## src/rtl/portal_pkg.sv

```systemverilog
package portal_pkg;

    typedef enum logic [0:0] {
        ST_IDLE,
        ST_READ_RESP
    } bus_state_e;

    typedef enum logic [1:0] {
        WIN_REQ,
        WIN_IND,
        WIN_CTRL,
        WIN_NONE
    } win_kind_e;

    localparam logic [11:0] OFS_DATA = 12'h000;
    localparam logic [11:0] OFS_STAT = 12'h004;

    localparam int STAT_FULL_BIT  = 0;
    localparam int STAT_EMPTY_BIT = 1;
    localparam int STAT_MSG_BIT   = 2;

    function automatic logic [31:0] status_word(input logic full, input logic empty,
                                                input logic msg);
        logic [31:0] w;
        w = '0;
        w[STAT_FULL_BIT]  = full;
        w[STAT_EMPTY_BIT] = empty;
        w[STAT_MSG_BIT]   = msg;
        return w;
    endfunction

endpackage

```

## src/rtl/method_fifo.sv

```systemverilog
module method_fifo #(
    parameter int DEPTH = 8,
    parameter int LEN   = 2,
    parameter int DW    = 32
) (
    input  logic          clk,
    input  logic          rst_n,
    input  logic          push,
    input  logic [DW-1:0] push_data,
    input  logic          pop,
    output logic [DW-1:0] pop_data,
    output logic          full,
    output logic          empty,
    output logic          avail
);
    localparam int PW = $clog2(DEPTH);
    localparam int CW = $clog2(DEPTH + 1);
    localparam int FW = $clog2(LEN + 1);

    logic [DW-1:0] mem [DEPTH];
    logic [PW-1:0] wptr, rptr;
    logic [CW-1:0] cnt, com;
    logic [FW-1:0] frag;
    logic          do_push, do_pop, last_word;

    assign full      = (cnt == CW'(DEPTH));
    assign empty     = (cnt == '0);
    assign avail     = (com != '0);
    assign do_push   = push && !full;
    assign do_pop    = pop && avail;
    assign last_word = (frag == FW'(LEN - 1));
    assign pop_data  = mem[rptr];

    always_ff @(posedge clk) begin
        if (do_push) mem[wptr] <= push_data;
    end

    always_ff @(posedge clk) begin
        if (!rst_n) begin
            wptr <= '0;
            rptr <= '0;
            cnt  <= '0;
            com  <= '0;
            frag <= '0;
        end else begin
            if (do_push) begin
                wptr <= wptr + 1'b1;
                frag <= last_word ? '0 : frag + 1'b1;
            end
            if (do_pop) rptr <= rptr + 1'b1;
            cnt <= cnt + CW'(do_push) - CW'(do_pop);
            com <= com + ((do_push && last_word) ? CW'(LEN) : '0) - CW'(do_pop);
        end
    end


    no_overflow_chk: assert property (@(posedge clk) disable iff (!rst_n)
        cnt <= CW'(DEPTH));


    commit_bound_chk: assert property (@(posedge clk) disable iff (!rst_n)
        com <= cnt);


    full_drop_chk: assert property (@(posedge clk) disable iff (!rst_n)
        (push && full && !pop) |=> (cnt == $past(cnt)));


    empty_pop_chk: assert property (@(posedge clk) disable iff (!rst_n)
        (pop && !avail && !push) |=> (cnt == $past(cnt)));

endmodule

```

## src/rtl/mmio_method_portal.sv

```systemverilog
module mmio_method_portal
    import portal_pkg::*;
#(
    parameter int                   N_REQ   = 2,
    parameter int                   N_IND   = 2,
    parameter int                   DEPTH   = 8,
    parameter int                   ADDR_W  = 16,
    parameter logic [N_REQ*8-1:0]   REQ_LEN = {8'd3, 8'd2},
    parameter logic [N_IND*8-1:0]   IND_LEN = {8'd2, 8'd1}
) (
    input  logic                 clk,
    input  logic                 rst_n,
    input  logic                 bus_valid,
    input  logic                 bus_write,
    input  logic [ADDR_W-1:0]    bus_addr,
    input  logic [31:0]          bus_wdata,
    output logic                 bus_ready,
    output logic                 bus_rvalid,
    output logic [31:0]          bus_rdata,
    output logic [N_REQ-1:0]     req_valid,
    output logic [N_REQ*32-1:0]  req_data,
    input  logic [N_REQ-1:0]     req_pop,
    input  logic [N_IND-1:0]     ind_push,
    input  logic [N_IND*32-1:0]  ind_data,
    output logic [N_IND-1:0]     ind_full,
    output logic                 irq
);
    localparam int WIN_W  = ADDR_W - 12;
    localparam int N_WIN  = N_REQ + N_IND;

    bus_state_e state_q, state_d;
    win_kind_e  kind;
    int         idx;
    logic [WIN_W-1:0] win;
    logic [11:0]      ofs;
    logic             rd_acc, wr_acc;
    logic             irq_en_q;
    logic [31:0]      rd_word, rdata_q, pend_word;

    logic [N_REQ-1:0] req_push, req_full, req_empty;
    logic [N_IND-1:0] ind_pop, ind_empty, ind_avail;
    logic [31:0]      ind_rd [N_IND];

    assign win    = bus_addr[ADDR_W-1:12];
    assign ofs    = bus_addr[11:0];
    assign rd_acc = bus_valid && bus_ready && !bus_write;
    assign wr_acc = bus_valid && bus_ready && bus_write;

    // window decode
    always_comb begin
        kind = WIN_NONE;
        idx  = 0;
        if (int'(win) < N_REQ) begin
            kind = WIN_REQ;
            idx  = int'(win);
        end else if (int'(win) < N_WIN) begin
            kind = WIN_IND;
            idx  = int'(win) - N_REQ;
        end else if (int'(win) == N_WIN) begin
            kind = WIN_CTRL;
        end
    end

    // per-channel strobes
    always_comb begin
        for (int i = 0; i < N_REQ; i++)
            req_push[i] = wr_acc && (kind == WIN_REQ) && (idx == i) && (ofs == OFS_DATA);
        for (int j = 0; j < N_IND; j++)
            ind_pop[j] = rd_acc && (kind == WIN_IND) && (idx == j) && (ofs == OFS_DATA);
    end

    // pending-method encoder: lowest index wins
    always_comb begin
        pend_word = '1;
        for (int j = N_IND - 1; j >= 0; j--)
            if (ind_avail[j]) pend_word = 32'(j);
    end

    // read multiplexer
    always_comb begin
        rd_word = '0;
        case (kind)
            WIN_REQ: begin
                for (int i = 0; i < N_REQ; i++)
                    if (idx == i && ofs == OFS_STAT)
                        rd_word = status_word(req_full[i], req_empty[i], req_valid[i]);
            end
            WIN_IND: begin
                for (int j = 0; j < N_IND; j++) begin
                    if (idx == j && ofs == OFS_STAT)
                        rd_word = status_word(ind_full[j], ind_empty[j], ind_avail[j]);
                    else if (idx == j && ofs == OFS_DATA && ind_avail[j])
                        rd_word = ind_rd[j];
                end
            end
            WIN_CTRL: begin
                if (ofs == OFS_DATA)      rd_word = pend_word;
                else if (ofs == OFS_STAT) rd_word = {31'b0, irq_en_q};
            end
            default: rd_word = '0;
        endcase
    end

    // bus-response state register
    always_ff @(posedge clk) begin
        if (!rst_n) state_q <= ST_IDLE;
        else        state_q <= state_d;
    end

    always_comb begin
        state_d = state_q;
        unique case (state_q)
            ST_IDLE:      if (rd_acc) state_d = ST_READ_RESP;
            ST_READ_RESP: state_d = ST_IDLE;
        endcase
    end

    // outputs of the state machine
    always_comb begin
        bus_ready  = (state_q == ST_IDLE);
        bus_rvalid = (state_q == ST_READ_RESP);
        bus_rdata  = rdata_q;
    end

    always_ff @(posedge clk) begin
        if (!rst_n) begin
            rdata_q  <= '0;
            irq_en_q <= 1'b0;
        end else begin
            if (rd_acc) rdata_q <= rd_word;
            if (wr_acc && kind == WIN_CTRL && ofs == OFS_STAT) irq_en_q <= bus_wdata[0];
        end
    end

    assign irq = irq_en_q && (|ind_avail);

    generate
        for (genvar gi = 0; gi < N_REQ; gi++) begin : g_req
            method_fifo #(
                .DEPTH (DEPTH),
                .LEN   (int'(REQ_LEN[gi*8 +: 8])),
                .DW    (32)
            ) u_fifo (
                .clk       (clk),
                .rst_n     (rst_n),
                .push      (req_push[gi]),
                .push_data (bus_wdata),
                .pop       (req_pop[gi]),
                .pop_data  (req_data[gi*32 +: 32]),
                .full      (req_full[gi]),
                .empty     (req_empty[gi]),
                .avail     (req_valid[gi])
            );
        end
        for (genvar gj = 0; gj < N_IND; gj++) begin : g_ind
            method_fifo #(
                .DEPTH (DEPTH),
                .LEN   (int'(IND_LEN[gj*8 +: 8])),
                .DW    (32)
            ) u_fifo (
                .clk       (clk),
                .rst_n     (rst_n),
                .push      (ind_push[gj]),
                .push_data (ind_data[gj*32 +: 32]),
                .pop       (ind_pop[gj]),
                .pop_data  (ind_rd[gj]),
                .full      (ind_full[gj]),
                .empty     (ind_empty[gj]),
                .avail     (ind_avail[gj])
            );
        end
    endgenerate


    read_resp_chk: assert property (@(posedge clk) disable iff (!rst_n)
        (bus_valid && bus_ready && !bus_write) |=> (bus_rvalid && !bus_ready));


    rvalid_pulse_chk: assert property (@(posedge clk) disable iff (!rst_n)
        bus_rvalid |=> !bus_rvalid);


    irq_enable_chk: assert property (@(posedge clk) disable iff (!rst_n)
        irq |-> irq_en_q);


    pending_none_chk: assert property (@(posedge clk) disable iff (!rst_n)
        (pend_word == '1) |-> !(|ind_avail));

endmodule

```

## config.mk

```make
export PLATFORM = sky130hd
export DESIGN_NAME = mmio_method_portal
export DESIGN_NICKNAME = d
export VERILOG_FILES = /design/src/rtl/portal_pkg.sv /design/src/rtl/method_fifo.sv /design/src/rtl/mmio_method_portal.sv
export SDC_FILE = /design/constraint.sdc
export NUM_CORES = 1
export LEC_CHECK = 0
export CAP_MARGIN = 20
export CORE_MARGIN = 1
export CORE_UTILIZATION = 37
export CTS_CLUSTER_DIAMETER = 60
export DETAILED_ROUTE_END_ITERATION = 7
export GPL_TIMING_DRIVEN = 0
export SLEW_MARGIN = 20
export SYNTH_ARGS = -nofsm -noshare
export SYNTH_HDL_FRONTEND = slang
export SYNTH_SLANG_ARGS = --single-unit
```

## constraint.sdc

```tcl
create_clock -name clk -period 7.4 [get_ports clk]
set_clock_uncertainty 0.1 [all_clocks]
set_input_delay 1.48 -clock clk [delete_from_list [all_inputs] [get_ports clk]]
set_output_delay 1.48 -clock clk [all_outputs]
set_load 0.01 [all_outputs]
```

==> impl_metrics.py <==
metrics = {
    "status": {
        "status": "finished, final reports clean",
    },
    "synthesis": {
        "syn_inst": 2272,
        "synth_area_um2": 44440,
        "synth_seq_area_share": 0.7406,
        "syn_avg_cell_area_um2": 19.56,
        "synth_ff_type": "edfxtp_1",
        "yosys.area.top_type": "edfxtp_1",
        "synth_edf_count": 1024,
        "yosys_warnings": 0,
        "synth_top_area_frac": 0.6919,
        "syn_nets": 2453,
        "ys_seq_elements": 1132,
        "synthArstFlopShare": 0,
        "ys_types": 52,
        "synth_area_leaders": "edfxtp_1 69%, mux4_2 13%, dfxtp_1 4.9%",
    },
    "placed_design": {
        "placed_cells": 4220,
        "portBuffers": 221,
        "globalplace.congestion": 0.8304,
        "detailed_place.area_um2": 50120,
        "dp_hpwl_um": 76420,
    },
    "floorplan": {
        "die_h_um": 348.6,
        "ios": 223,
        "coreArea_um2": 118600,
        "die_area_um2": 121500,
        "core.rowCount": 126,
        "die_w_um": 348.6,
        "initial_core_util": 0.3749,
    },
    "finish": {
        "stdcell_count": 4443,
        "final_area_um2": 54090,
        "area_growth_pct": 21.70,
        "layout.nets": 2918,
        "num-fill-cells": 9991,
        "drive_gt1_frac": 0.2436,
    },
    "route": {
        "first_pass_iters": 5,
        "drt-vias-per-instance": 5.237,
        "drc": 0,
        "ant_nets": 0,
        "post_drt_wl_per_cell_um": 24.37,
        "wirelength_um": 108300,
        "dr_total_vias": 23270,
        "drt_iter0_drc": 2290,
    },
    "sta": {
        "hold_viol": 0,
        "fin_setup_tns_ps": 0,
        "finalCritPeriodShare": 0.7701,
        "rsz0062_at_grt": "false",
        "slew_violations": 0,
        "worst_slew_pin_slew_ps": 1061,
        "max_freq_mhz": 175.5,
        "max-slew-margin-rel": 0.2914,
        "period_needed_ps": 5699,
        "setup_viol": 0,
    },
    "setup_path": {
        "startpoint_type": "input port",
        "arrival_ps": 6010,
        "crit_required_ps": 7710,
        "critical_path_class": "in2reg",
        "end_kind": "flip-flop",
        "path_max_fanout": 10,
    },
    "pwr": {
        "switching_share": 0.2433,
        "pwr-share-comb": 0.164,
        "p_switching_w": 0.003852,
        "internal-power_w": 0.01198,
        "p_seq_frac": 0.460,
        "p_leak_nw": 16.90,
        "p_clk_frac": 0.377,
        "pwr_density_cell_nw_per_um2": 292.7,
        "worst_ir_drop_vdd_mv": 0.2102,
    },
    "clock_network": {
        "cts_tree": "done",
        "holdBufCountCts": 0,
        "postCtsResizedCells": 0,
        "cts_buffers": 115,
        "postCtsSetupBuffers": 0,
        "root_buffer": "clkbuf_16",
        "clock_sinks": 1132,
        "clockBufferDepth": 3,
        "clock_latency_ps": 710,
        "cts.htree.levels": 3,
        "clk_pin_slew_ps": 60,
    },
    "grt": {
        "grt_overflow": 0,
        "grt_max_degree": 20,
        "antenna_found_initial": 14,
        "grt_pass1_wl_um": 159500,
        "grt_pass1_vias": 24171,
        "track_usage": 0.1787,
    },
    "run": {
        "cap_violations": 0,
    },
    "worst_hold_path": {
        "hold_path_class": "reg2reg",
    },
}
[cell type report]
type	count	area, µm²	share of cell area
Sequential cell	1132	32910	0.6085
Multi-Input combinational cell	940	10950	0.2025
Antenna cell	6	15.01	0.0002776
Clock buffer	131	2938	0.05432
Clock inverter	86	987.2	0.01825
Timing Repair Buffer	348	3477	0.06429
Inverter	74	280.3	0.005182
Buffer	126	521.8	0.009647
Tap cell	1600	2002	0.03701
[cells in the final DEF (no fill, tap or decap), types with 30 or more instances in the layout]
| master | netlist | final |
|---|---|---|
| inv_1 | 71 | 71 |
| clkbuf_1 | 87 | 103 |
| ha_1 | 53 | 53 |
| nor3_1 | 52 | 40 |
| clkdlybuf4s50_1 | 0 | 221 |
| mux2i_1 | 71 | 71 |
| a31oi_1 | 30 | 30 |
| edfxtp_1 | 1024 | 1024 |
| mux4_2 | 256 | 256 |
| nor2_1 | 64 | 51 |
| nor4_1 | 48 | 42 |
| nand2_1 | 62 | 62 |
| mux2_2 | 64 | 64 |
| buf_2 | 13 | 37 |
| dfxtp_1 | 108 | 108 |
| nor2b_1 | 34 | 34 |
| clkbuf_16 | 0 | 115 |
| buf_4 | 6 | 72 |
| o21ai_0 | 65 | 65 |
[metal layers]
metal  wire length [µm]  GRT usage
met5                125          0
met3               7506    0.03965
met4               2594    0.04825
met2              53470     0.3002
met1              44580     0.2333
[worst paths after layout]
path / from / endpoint / slack [ps] / cells after the start
hold / removal: g_req[0].u_fifo.frag[1]$_SDFFE_PN0P_ / g_req[0].u_fifo.frag[1]$_SDFFE_PN0P_ / 340 / 2
setup reg to reg: bus_rvalid$_SDFF_PP0_ / g_req[1].u_fifo.mem[1][16]$_DFFE_PP_ / 3500 / 9
setup / recovery: bus_addr[1] / g_req[1].u_fifo.mem[1][16]$_DFFE_PP_ / 1700 / 10
hold reg to reg: g_req[0].u_fifo.frag[1]$_SDFFE_PN0P_ / g_req[0].u_fifo.frag[1]$_SDFFE_PN0P_ / 340 / 2
[worst max-delay path, stage by stage]
cell	delay, ps
clkdlybuf4s50_1	450
nor4_2	780
nand3_1	680
or4_1	760
buf_4	220
nor4b_2	680
buf_4	300
buf_2	210
buf_2	200
buf_2	230
[cell usage after synthesis, types with 4 or more instances]
cell type  number
o21ai_0        65
nor3_1         52
mux4_2        256
a21oi_1        19
dfxtp_1       108
xor2_1         10
nor4b_1         4
mux2i_1        71
nand2_1        62
edfxtp_1     1024
buf_4           6
or3_1           5
xnor2_1        18
inv_1          71
a21o_1          7
a31oi_1        30
nor2b_1        34
nand2b_1        8
nor3b_1        10
mux2_2         64
and2_1         14
nand3b_1        4
nor4_1         48
ha_1           53
clkbuf_1       87
buf_2          13
fa_1            8
nand3_1         6
buf_1          19
nor2_1         64
[kinds of logic (layout without fill, tap and decap cells)]
logic type,after synthesis,in the layout,share of synthesized area
compound gates,136,136,0.01748
xor+xnor,28,28,0.005518
fa+ha+maj,61,61,0.01853
buf+inv,200,765,0.01799
flops,1132,1132,0.7406
mux,391,391,0.1619
other cells,0,6,0
simple gates,324,324,0.03798
[sequential cells by signal, summed over array words and instances (netlist names), named ones only]
signal,flops
bus_rdata,32
bus_rvalid,1
g_ind.u_fifo.cnt,8
g_ind.u_fifo.com,8
g_ind.u_fifo.frag,2
g_ind.u_fifo.mem,512
g_ind.u_fifo.rptr,6
g_ind.u_fifo.wptr,6
g_req.u_fifo.cnt,8
g_req.u_fifo.com,8
g_req.u_fifo.frag,4
g_req.u_fifo.mem,512
g_req.u_fifo.rptr,6
g_req.u_fifo.wptr,6
irq_en_q,1
[power by group through the flow]
| stage | Clock [W] | Sequential [W] | Combinational [W] |
|---|---|---|---|
| finish | 0.00596 | 0.00728 | 0.00259 |
| global route | 0.00630 | 0.00730 | 0.00282 |
| CTS | 0.00607 | 0.00728 | 0.00265 |
| floorplan | 0 | 0.00740 | 0.00159 |
| detailed placement | 0 | 0.00741 | 0.00263 |
| global placement | 0 | 0.00742 | 0.00250 |
[metrics by stage]
| stage | hold WS, ps | worst slack [ps] | util | power [W] |
|---|---|---|---|---|
| 3_5_place_dp | 328.9 | 743.6 | 0.4228 | 0.01005 |
| 6_report | 343.2 | 1701 | 0.4562 | 0.01583 |
| 4_1_cts | 337.3 | 1534 | 0.4559 | 0.01599 |
| 2_1_floorplan | 306.8 | 58.24 | - | 0.008988 |
| 5_1_grt | 339.7 | 1640 | 0.4561 | 0.01641 |
| 3_3_place_gp | 315.9 | -5502 | 0.4104 | 0.009923 |
Power figures use the tool's default switching activity.
